**config.mk**
```make
export PLATFORM = sky130hd
export DESIGN_NAME = mdio_page_bridge
export DESIGN_NICKNAME = d
export VERILOG_FILES = /design/src/rtl/mpb_pkg.sv /design/src/rtl/mpb_sync.sv /design/src/rtl/mpb_frame.sv /design/src/rtl/mpb_regmap.sv /design/src/rtl/mdio_page_bridge.sv
export SDC_FILE = /design/constraint.sdc
export NUM_CORES = 1
export LEC_CHECK = 0
export ABC_AREA = 1
export ABC_CLOCK_PERIOD_IN_PS = 3080
export BUFFER_PORTS_ARGS = -buffer_cell sky130_fd_sc_hd__buf_2
export CAP_MARGIN = 10
export CELL_PAD_IN_SITES_DETAIL_PLACEMENT = 1
export CELL_PAD_IN_SITES_GLOBAL_PLACEMENT = 1
export CORE_MARGIN = 5
export CORE_UTILIZATION = 25
export CTS_BUF_LIST = sky130_fd_sc_hd__clkbuf_8
export DETAILED_ROUTE_END_ITERATION = 6
export PLACE_DENSITY = 0.6
export SLEW_MARGIN = 20
export SYNTH_ARGS = -nofsm -noshare
export SYNTH_HDL_FRONTEND = slang
export SYNTH_SLANG_ARGS = --single-unit
```
**constraint.sdc**
```tcl
create_clock -name clk -period 3.08 [get_ports clk]
set_input_delay 0.462 -clock clk [delete_from_list [all_inputs] [get_ports clk]]
set_output_delay 0.462 -clock clk [all_outputs]
set_load 0.05 [all_outputs]
```
**src/rtl/mpb_pkg.sv**
```systemverilog
package mpb_pkg;
   localparam int HALF_W = 16;
   localparam int IDX_W  = 4;
   localparam int HDR_W  = 12;
   localparam logic [1:0] OP_RD = 2'b10;
   localparam logic [1:0] OP_WR = 2'b01;
   localparam logic [4:0] HI_REG   = 5'h10;
   localparam logic [4:0] PAGE_REG = 5'h1F;

   typedef enum logic [2:0] {
      FS_PRE,
      FS_START,
      FS_HDR,
      FS_TA,
      FS_DATA
   } fstate_t;
endpackage

```
**src/rtl/mpb_sync.sv**
```systemverilog
module mpb_sync #(
   parameter int STAGES = 2,
   parameter int W      = 1
) (
   input  logic         clk,
   input  logic         rst_n,
   input  logic [W-1:0] d,
   output logic [W-1:0] q
);
   logic [W-1:0] chain [STAGES];

   for (genvar s = 0; s < STAGES; s++) begin : g_stage
      if (s == 0) begin : g_first
         always_ff @(posedge clk or negedge rst_n)
            if (!rst_n) chain[s] <= '0;
            else        chain[s] <= d;
      end else begin : g_next
         always_ff @(posedge clk or negedge rst_n)
            if (!rst_n) chain[s] <= '0;
            else        chain[s] <= chain[s-1];
      end
   end

   assign q = chain[STAGES-1];
endmodule

```
**src/rtl/mpb_frame.sv**
```systemverilog
module mpb_frame
   import mpb_pkg::*;
#(
   parameter int PHY_ADDR = 31,
   parameter int PRE_LEN  = 32
) (
   input  logic              clk,
   input  logic              rst_n,
   input  logic              mdc_s,
   input  logic              mdio_s,
   input  logic [HALF_W-1:0] rsp,
   output logic              rd_go,
   output logic              wr_go,
   output logic [4:0]        req_reg,
   output logic [HALF_W-1:0] wr_data,
   output logic              mdio_o,
   output logic              mdio_oe
);
   localparam int PW    = $clog2(PRE_LEN + 1);
   localparam int CNT_W = (PW > 5) ? PW : 5;
   localparam logic [CNT_W-1:0] PRE_MAX = CNT_W'(PRE_LEN);
   localparam logic [CNT_W-1:0] HDR_END = CNT_W'(HDR_W - 1);
   localparam logic [CNT_W-1:0] DAT_END = CNT_W'(HALF_W - 1);
   localparam logic [4:0]       MY_PHY  = 5'(PHY_ADDR);

   fstate_t           state;
   logic [CNT_W-1:0]  cnt;
   logic [HDR_W-2:0]  hdr;
   logic [HDR_W-1:0]  hdr_n;
   logic [HALF_W-1:0] shreg;
   logic              is_rd;
   logic              mdc_q;
   logic              rise;

   assign rise  = mdc_s & ~mdc_q;
   assign hdr_n = {hdr, mdio_s};

   always_ff @(posedge clk or negedge rst_n) begin
      if (!rst_n) begin
         state   <= FS_PRE;
         cnt     <= '0;
         hdr     <= '0;
         shreg   <= '0;
         is_rd   <= 1'b0;
         mdc_q   <= 1'b0;
         rd_go   <= 1'b0;
         wr_go   <= 1'b0;
         req_reg <= '0;
         wr_data <= '0;
         mdio_o  <= 1'b0;
         mdio_oe <= 1'b0;
      end else begin
         mdc_q <= mdc_s;
         rd_go <= 1'b0;
         wr_go <= 1'b0;
         if (rd_go) shreg <= rsp;
         if (rise) begin
            unique case (state)
               FS_PRE: begin
                  if (mdio_s) begin
                     if (cnt != PRE_MAX) cnt <= cnt + 1'b1;
                  end else if (cnt == PRE_MAX) begin
                     state <= FS_START;
                     cnt   <= '0;
                  end else begin
                     cnt <= '0;
                  end
               end
               FS_START: begin
                  state <= mdio_s ? FS_HDR : FS_PRE;
                  cnt   <= '0;
               end
               FS_HDR: begin
                  hdr <= hdr_n[HDR_W-2:0];
                  if (cnt == HDR_END) begin
                     cnt <= '0;
                     if (hdr_n[9:5] == MY_PHY &&
                         (hdr_n[11:10] == OP_RD || hdr_n[11:10] == OP_WR)) begin
                        state   <= FS_TA;
                        is_rd   <= (hdr_n[11:10] == OP_RD);
                        rd_go   <= (hdr_n[11:10] == OP_RD);
                        req_reg <= hdr_n[4:0];
                     end else begin
                        state <= FS_PRE;
                     end
                  end else begin
                     cnt <= cnt + 1'b1;
                  end
               end
               FS_TA: begin
                  if (cnt == '0) begin
                     cnt <= 1;
                     if (is_rd) begin
                        mdio_oe <= 1'b1;
                        mdio_o  <= 1'b0;
                     end
                  end else begin
                     cnt   <= '0;
                     state <= FS_DATA;
                     if (is_rd) begin
                        mdio_o <= shreg[HALF_W-1];
                        shreg  <= shreg << 1;
                     end
                  end
               end
               FS_DATA: begin
                  if (is_rd) begin
                     if (cnt == DAT_END) begin
                        mdio_oe <= 1'b0;
                        mdio_o  <= 1'b0;
                        state   <= FS_PRE;
                        cnt     <= '0;
                     end else begin
                        mdio_o <= shreg[HALF_W-1];
                        shreg  <= shreg << 1;
                        cnt    <= cnt + 1'b1;
                     end
                  end else begin
                     shreg <= {shreg[HALF_W-2:0], mdio_s};
                     if (cnt == DAT_END) begin
                        wr_go   <= 1'b1;
                        wr_data <= {shreg[HALF_W-2:0], mdio_s};
                        state   <= FS_PRE;
                        cnt     <= '0;
                     end else begin
                        cnt <= cnt + 1'b1;
                     end
                  end
               end
               default: state <= FS_PRE;
            endcase
         end
      end
   end


   ta_zero_chk: assert property (@(posedge clk) disable iff (!rst_n)
      $rose(mdio_oe) |-> !mdio_o);

   oe_state_chk: assert property (@(posedge clk) disable iff (!rst_n)
      mdio_oe |-> (state == FS_TA || state == FS_DATA));

   oe_only_read_chk: assert property (@(posedge clk) disable iff (!rst_n)
      mdio_oe |-> is_rd);
endmodule

```
**src/rtl/mpb_regmap.sv**
```systemverilog
module mpb_regmap
   import mpb_pkg::*;
#(
   parameter int PAGE_W = 10,
   localparam int ADDR_W = PAGE_W + IDX_W + 2
) (
   input  logic              clk,
   input  logic              rst_n,
   input  logic              rd_go,
   input  logic              wr_go,
   input  logic [4:0]        req_reg,
   input  logic [HALF_W-1:0] wr_data,
   output logic [HALF_W-1:0] rsp,
   output logic [ADDR_W-1:0] reg_addr,
   output logic [31:0]       reg_wdata,
   output logic              reg_wr,
   output logic              reg_rd,
   input  logic [31:0]       reg_rdata
);
   logic [PAGE_W-1:0] page;
   logic [HALF_W-1:0] stage_lo;
   logic [IDX_W-1:0]  stage_idx;
   logic [HALF_W-1:0] hold_hi;
   logic              low_sel;

   assign low_sel   = ~req_reg[4];
   assign reg_rd    = rd_go & low_sel;
   assign reg_wr    = wr_go & (req_reg == HI_REG);
   assign reg_wdata = {wr_data, stage_lo};
   assign reg_addr  = {page, (wr_go ? stage_idx : req_reg[IDX_W-1:0]), 2'b00};

   always_comb begin
      if (low_sel)                  rsp = reg_rdata[HALF_W-1:0];
      else if (req_reg == HI_REG)   rsp = hold_hi;
      else if (req_reg == PAGE_REG) rsp = HALF_W'(page);
      else                          rsp = '0;
   end

   always_ff @(posedge clk or negedge rst_n) begin
      if (!rst_n) begin
         page      <= '0;
         stage_lo  <= '0;
         stage_idx <= '0;
         hold_hi   <= '0;
      end else begin
         if (wr_go) begin
            if (req_reg == PAGE_REG) begin
               page <= wr_data[PAGE_W-1:0];
            end else if (low_sel) begin
               stage_lo  <= wr_data;
               stage_idx <= req_reg[IDX_W-1:0];
            end
         end
         if (reg_rd) hold_hi <= reg_rdata[31:HALF_W];
      end
   end


   wr_pulse_chk: assert property (@(posedge clk) disable iff (!rst_n)
      reg_wr |=> !reg_wr);

   rd_pulse_chk: assert property (@(posedge clk) disable iff (!rst_n)
      reg_rd |=> !reg_rd);

   excl_chk: assert property (@(posedge clk) disable iff (!rst_n)
      !(reg_wr && reg_rd));

   page_load_chk: assert property (@(posedge clk) disable iff (!rst_n)
      (wr_go && req_reg == PAGE_REG) |=> page == $past(wr_data[PAGE_W-1:0]));

   hold_keep_chk: assert property (@(posedge clk) disable iff (!rst_n)
      !reg_rd |=> $stable(hold_hi));
endmodule

```
**src/rtl/mdio_page_bridge.sv**
```systemverilog
module mdio_page_bridge
   import mpb_pkg::*;
#(
   parameter int PHY_ADDR    = 31,
   parameter int PAGE_W      = 10,
   parameter int PRE_LEN     = 32,
   parameter int SYNC_STAGES = 2,
   localparam int ADDR_W     = PAGE_W + IDX_W + 2
) (
   input  logic              clk,
   input  logic              rst_n,
   input  logic              mdc,
   input  logic              mdio_i,
   output logic              mdio_o,
   output logic              mdio_oe,
   output logic [ADDR_W-1:0] reg_addr,
   output logic [31:0]       reg_wdata,
   output logic              reg_wr,
   output logic              reg_rd,
   input  logic [31:0]       reg_rdata
);
   if (PHY_ADDR < 0 || PHY_ADDR > 31) begin : g_bad_phy
      $error("PHY_ADDR must fit in five bits");
   end
   if (PAGE_W < 1 || PAGE_W > HALF_W) begin : g_bad_page
      $error("PAGE_W must be between 1 and 16");
   end
   if (PRE_LEN < 1) begin : g_bad_pre
      $error("PRE_LEN must be at least 1");
   end
   if (SYNC_STAGES < 2) begin : g_bad_sync
      $error("SYNC_STAGES must be at least 2");
   end

   logic [1:0]        sync_q;
   logic              rd_go;
   logic              wr_go;
   logic [4:0]        req_reg;
   logic [HALF_W-1:0] wr_data;
   logic [HALF_W-1:0] rsp;

   mpb_sync #(.STAGES(SYNC_STAGES), .W(2)) u_sync (
      .clk   (clk),
      .rst_n (rst_n),
      .d     ({mdc, mdio_i}),
      .q     (sync_q)
   );

   mpb_frame #(.PHY_ADDR(PHY_ADDR), .PRE_LEN(PRE_LEN)) u_frame (
      .clk     (clk),
      .rst_n   (rst_n),
      .mdc_s   (sync_q[1]),
      .mdio_s  (sync_q[0]),
      .rsp     (rsp),
      .rd_go   (rd_go),
      .wr_go   (wr_go),
      .req_reg (req_reg),
      .wr_data (wr_data),
      .mdio_o  (mdio_o),
      .mdio_oe (mdio_oe)
   );

   mpb_regmap #(.PAGE_W(PAGE_W)) u_regmap (
      .clk       (clk),
      .rst_n     (rst_n),
      .rd_go     (rd_go),
      .wr_go     (wr_go),
      .req_reg   (req_reg),
      .wr_data   (wr_data),
      .rsp       (rsp),
      .reg_addr  (reg_addr),
      .reg_wdata (reg_wdata),
      .reg_wr    (reg_wr),
      .reg_rd    (reg_rd),
      .reg_rdata (reg_rdata)
   );
endmodule

```
==> impl_summary.md <==
Critical path
In this run the worst path has a maximum fanout of 25. The kind of start point of the critical path is a flip-flop. The start of the worst register-to-register path is u_frame.req_reg[1].

In this run the worst setup path begins at u_frame.req_reg[4]. The data required time of the critical path is 2.62 ns. Data on the critical path arrives at its endpoint at 1.81 ns. The cell seen most often among critical-path stages is sky130_fd_sc_hd__nor2_1. The signal on the critical path passes through inv_2, nor2_1, nand3_1, buf_4, nor2_1, buf_2. In this design, the stage delay of the slowest critical-path cell is 0.40 ns.

The start-to-end type of the worst setup path is flip-flop to output pin. The largest individual stage delay along the critical path comes from the cell sky130_fd_sc_hd__dfrtp_1. The worst setup path is captured at an output pin.

Floorplan
88 I/O pins were placed. The number of cell rows is 53. In this run the standard cell core region covers 0.0212 mm^2.

For this configuration, the core starts out at a cell density of 25.6%. The floorplan step set the die height to 157 um. The area of the die is 0.0247 mm^2.

The overall die width is 157 um.

Power
Across the VDD grid, the largest voltage drop is 0.225 mV. The leakage power of the design is 0.00334 uW. The power per standard cell area is 460 mW/mm^2.

Global route
Entering global routing, the biggest net connects 54 pins. The first global-routing pass estimated 25600 um of wire. The overall track demand over capacity in global routing is 13.2%.

The global-route congestion overflow total is 0. The via count of the first global-routing pass is 4603. The initial antenna violation count is 0.

STA
For the pin with the worst max-slew slack, the measured transition is 0.937 ns. The time the worst path needs with I/O delays and setup is 2.28 ns. Setup repair after global routing left no endpoint under its margin.

The summed negative setup slack over all endpoints is 0 ns. The post-route worst setup slack is 0.804 ns. Dividing the final minimum period by the clock period gives 73.9%. Across the routed clock network, the largest skew measured is 0.0116 ns. Derived from the worst setup path, the maximum achievable clock frequency is 439 MHz.

Setup violations remaining at the end of the flow were counted as 0. Measured against its own limit, the worst slew margin works out to 37.4%. The number of hold violations in the final report is 0.

The final max-slew violation count is 0.

Place
The congestion estimate from routability-driven global placement came to 0.776. The detailed placement HPWL is 11600 um. The port buffer count is 85. The placement-stage worst setup slack is 0.947 ns.

Clocking
CTS built an H-tree with a depth of 4. The post-cts gate resize count is 0. Counting along the longest clock path gives a buffer depth of 2.

Counting the buffers created by CTS gives 17. The clock tree from TritonCTS is done. The master cell of the clock root buffer is sky130_fd_sc_hd__clkbuf_8. After clock tree synthesis, the clock-pin slew on the worst setup and hold paths is 0.07 ns. Hold repair after CTS inserted 0 buffers. At the later pin of the worst-skew pair, clock insertion delay measures 0.44 ns. Post-CTS timing repair inserted 0 buffers for setup.

The number of sinks driven by the clock tree is 113.

Routing
The wire length after detailed routing is 15700 um. After detailed routing, the number of remaining DRC violations is 0. The remaining antenna violation count after routing is 0. The number of optimization iterations in the first detailed-route pass is 4. The routed layout has 4587 vias. The first-iteration detailed-routing DRC count is 258.

The number of vias per cell is 4.39. The routed wirelength normalized by instance count is 15.1 um.

Logic synthesis
The netlist uses 32 different library cells. The cell area after technology mapping is 0.00541 mm^2. The register bit count reported by yosys is 113.

Yosys mapped a number of flops with a built-in enable equal to 0. Yosys instantiated no cell more often than sky130_fd_sc_hd__nand2_1. The average instance in the mapped netlist occupies 8.05 um^2.

The number of cells produced by synthesis is 672. Yosys printed 0 warnings. The part of the Yosys area used for sequential elements is 52.3%. The leading area contributor after synthesis is sky130_fd_sc_hd__dfrtp_1.

The commonest cells after synthesis are sky130_fd_sc_hd__nand2_1 (247), sky130_fd_sc_hd__dfrtp_1 (113), sky130_fd_sc_hd__inv_1 (63). By area the synthesized netlist is led by sky130_fd_sc_hd__dfrtp_1 (52%), sky130_fd_sc_hd__nand2_1 (17%), sky130_fd_sc_hd__nand3_1 (5.0%). The fraction of synthesis flops using an asynchronous set or reset pin is 100%. The predominant post-synthesis flop cell is sky130_fd_sc_hd__dfrtp_1.

In this run the biggest area consumer among cell types represents 52.3% of the synthesized area.

Finish
The share of post-route cells with drive strength above 1 is 21.0%. The antenna diode instance count is 0. From synthesis to final layout, the design area changed by 20.3%.

The post-layout net count is 797.

Run
Across the run, the number of max-cap violations was 0.

Hold path
The type of the most critical hold path is input port to asynchronous set/reset pin.

Run status
The flow ran to the end, and the final reports show no timing, DRC or antenna violations.
layout by cell type (no fill, tap or decap), drive strengths merged, types with 3 or more instances in the layout:
cell        n
nand4       8
inv        70
o21ai      69
clkbuf     20
dfrtp     113
nor2       48
nand3      56
buf        95
clkinv      5
nand2     251
ha          3
clkinvlp    4
mux2       10
o221ai      6
kinds of logic (layout without fill, tap and decap cells):
group,Yosys count,count (layout),synth area share [%]
compound gates,81,81,8.49
xor+xnor,1,1,0.162
fa+ha+maj,3,3,0.694
buf+inv,97,195,7.47
flops,113,113,52.3
mux,10,10,2.08
other cells,1,2,0.0693
simple gates,366,366,28.8
routing by layer:
| metal | up-vias | part of all wire, % | GRT usage [%] |
|---|---|---|---|
| li1 | 2313 | - | - |
| met1 | 2187 | 51 | 19.1 |
| met2 | 75 | 43 | 19.4 |
| met3 | 12 | 4.4 | 3.57 |
| met4 | 0 | 1.1 | 3.65 |
| met5 | - | 0 | 0 |
through the flow:
stage               instance area (um^2)  hold slack [ns]  power, uW  utilization [%]  cells
floorplan                           5420            0.166       1590                -    673
global placement                    6130            0.338       1660             29.0   1014
detailed placement                  6130            0.340       1660             29.0   1014
CTS                                 6510           0.0641       3050             30.8   1046
global route                        6510           0.0938       3130             30.8   1046
finish                              6510           0.0757       3000             30.8   1046
final cells by class:
class / count / area, um^2
clock buffer: 20 / 275
multi-input combinational: 463 / 2180
fill: 2584 / 14600
sequential: 113 / 2830
inverter: 68 / 255
clock inverter: 12 / 109
timing repair buffer: 95 / 515
tap: 275 / 344
critical path, delay by kind of cell (launching register included):
family | cells | cell delay [ns]
buffers and inverters | 3 | 0.61
and+or+nand+nor | 3 | 0.37
DFF | 1 | 0.40
path summary, 6_finish.rpt:
path                       cells past startpoint               endpoint  slack [ns]
min in group clk                               1        u_sync.chain[2]        0.12
max in group asynchronous                      2    u_regmap.hold_hi[6]        2.18
hold reg to reg                                0            u_sync.q[1]        0.36
setup reg to reg                               4       u_regmap.page[3]        1.00
hold / removal                                 1  u_regmap.stage_lo[12]        0.08
setup / recovery                               6                 reg_wr        0.80
power breakdown:
part	switching (uW)	internal (uW)
combinational	89.8	38.7
sequential	12.6	1490
clock	662	702
No activity file was read; power rests on OpenSTA's default activity.
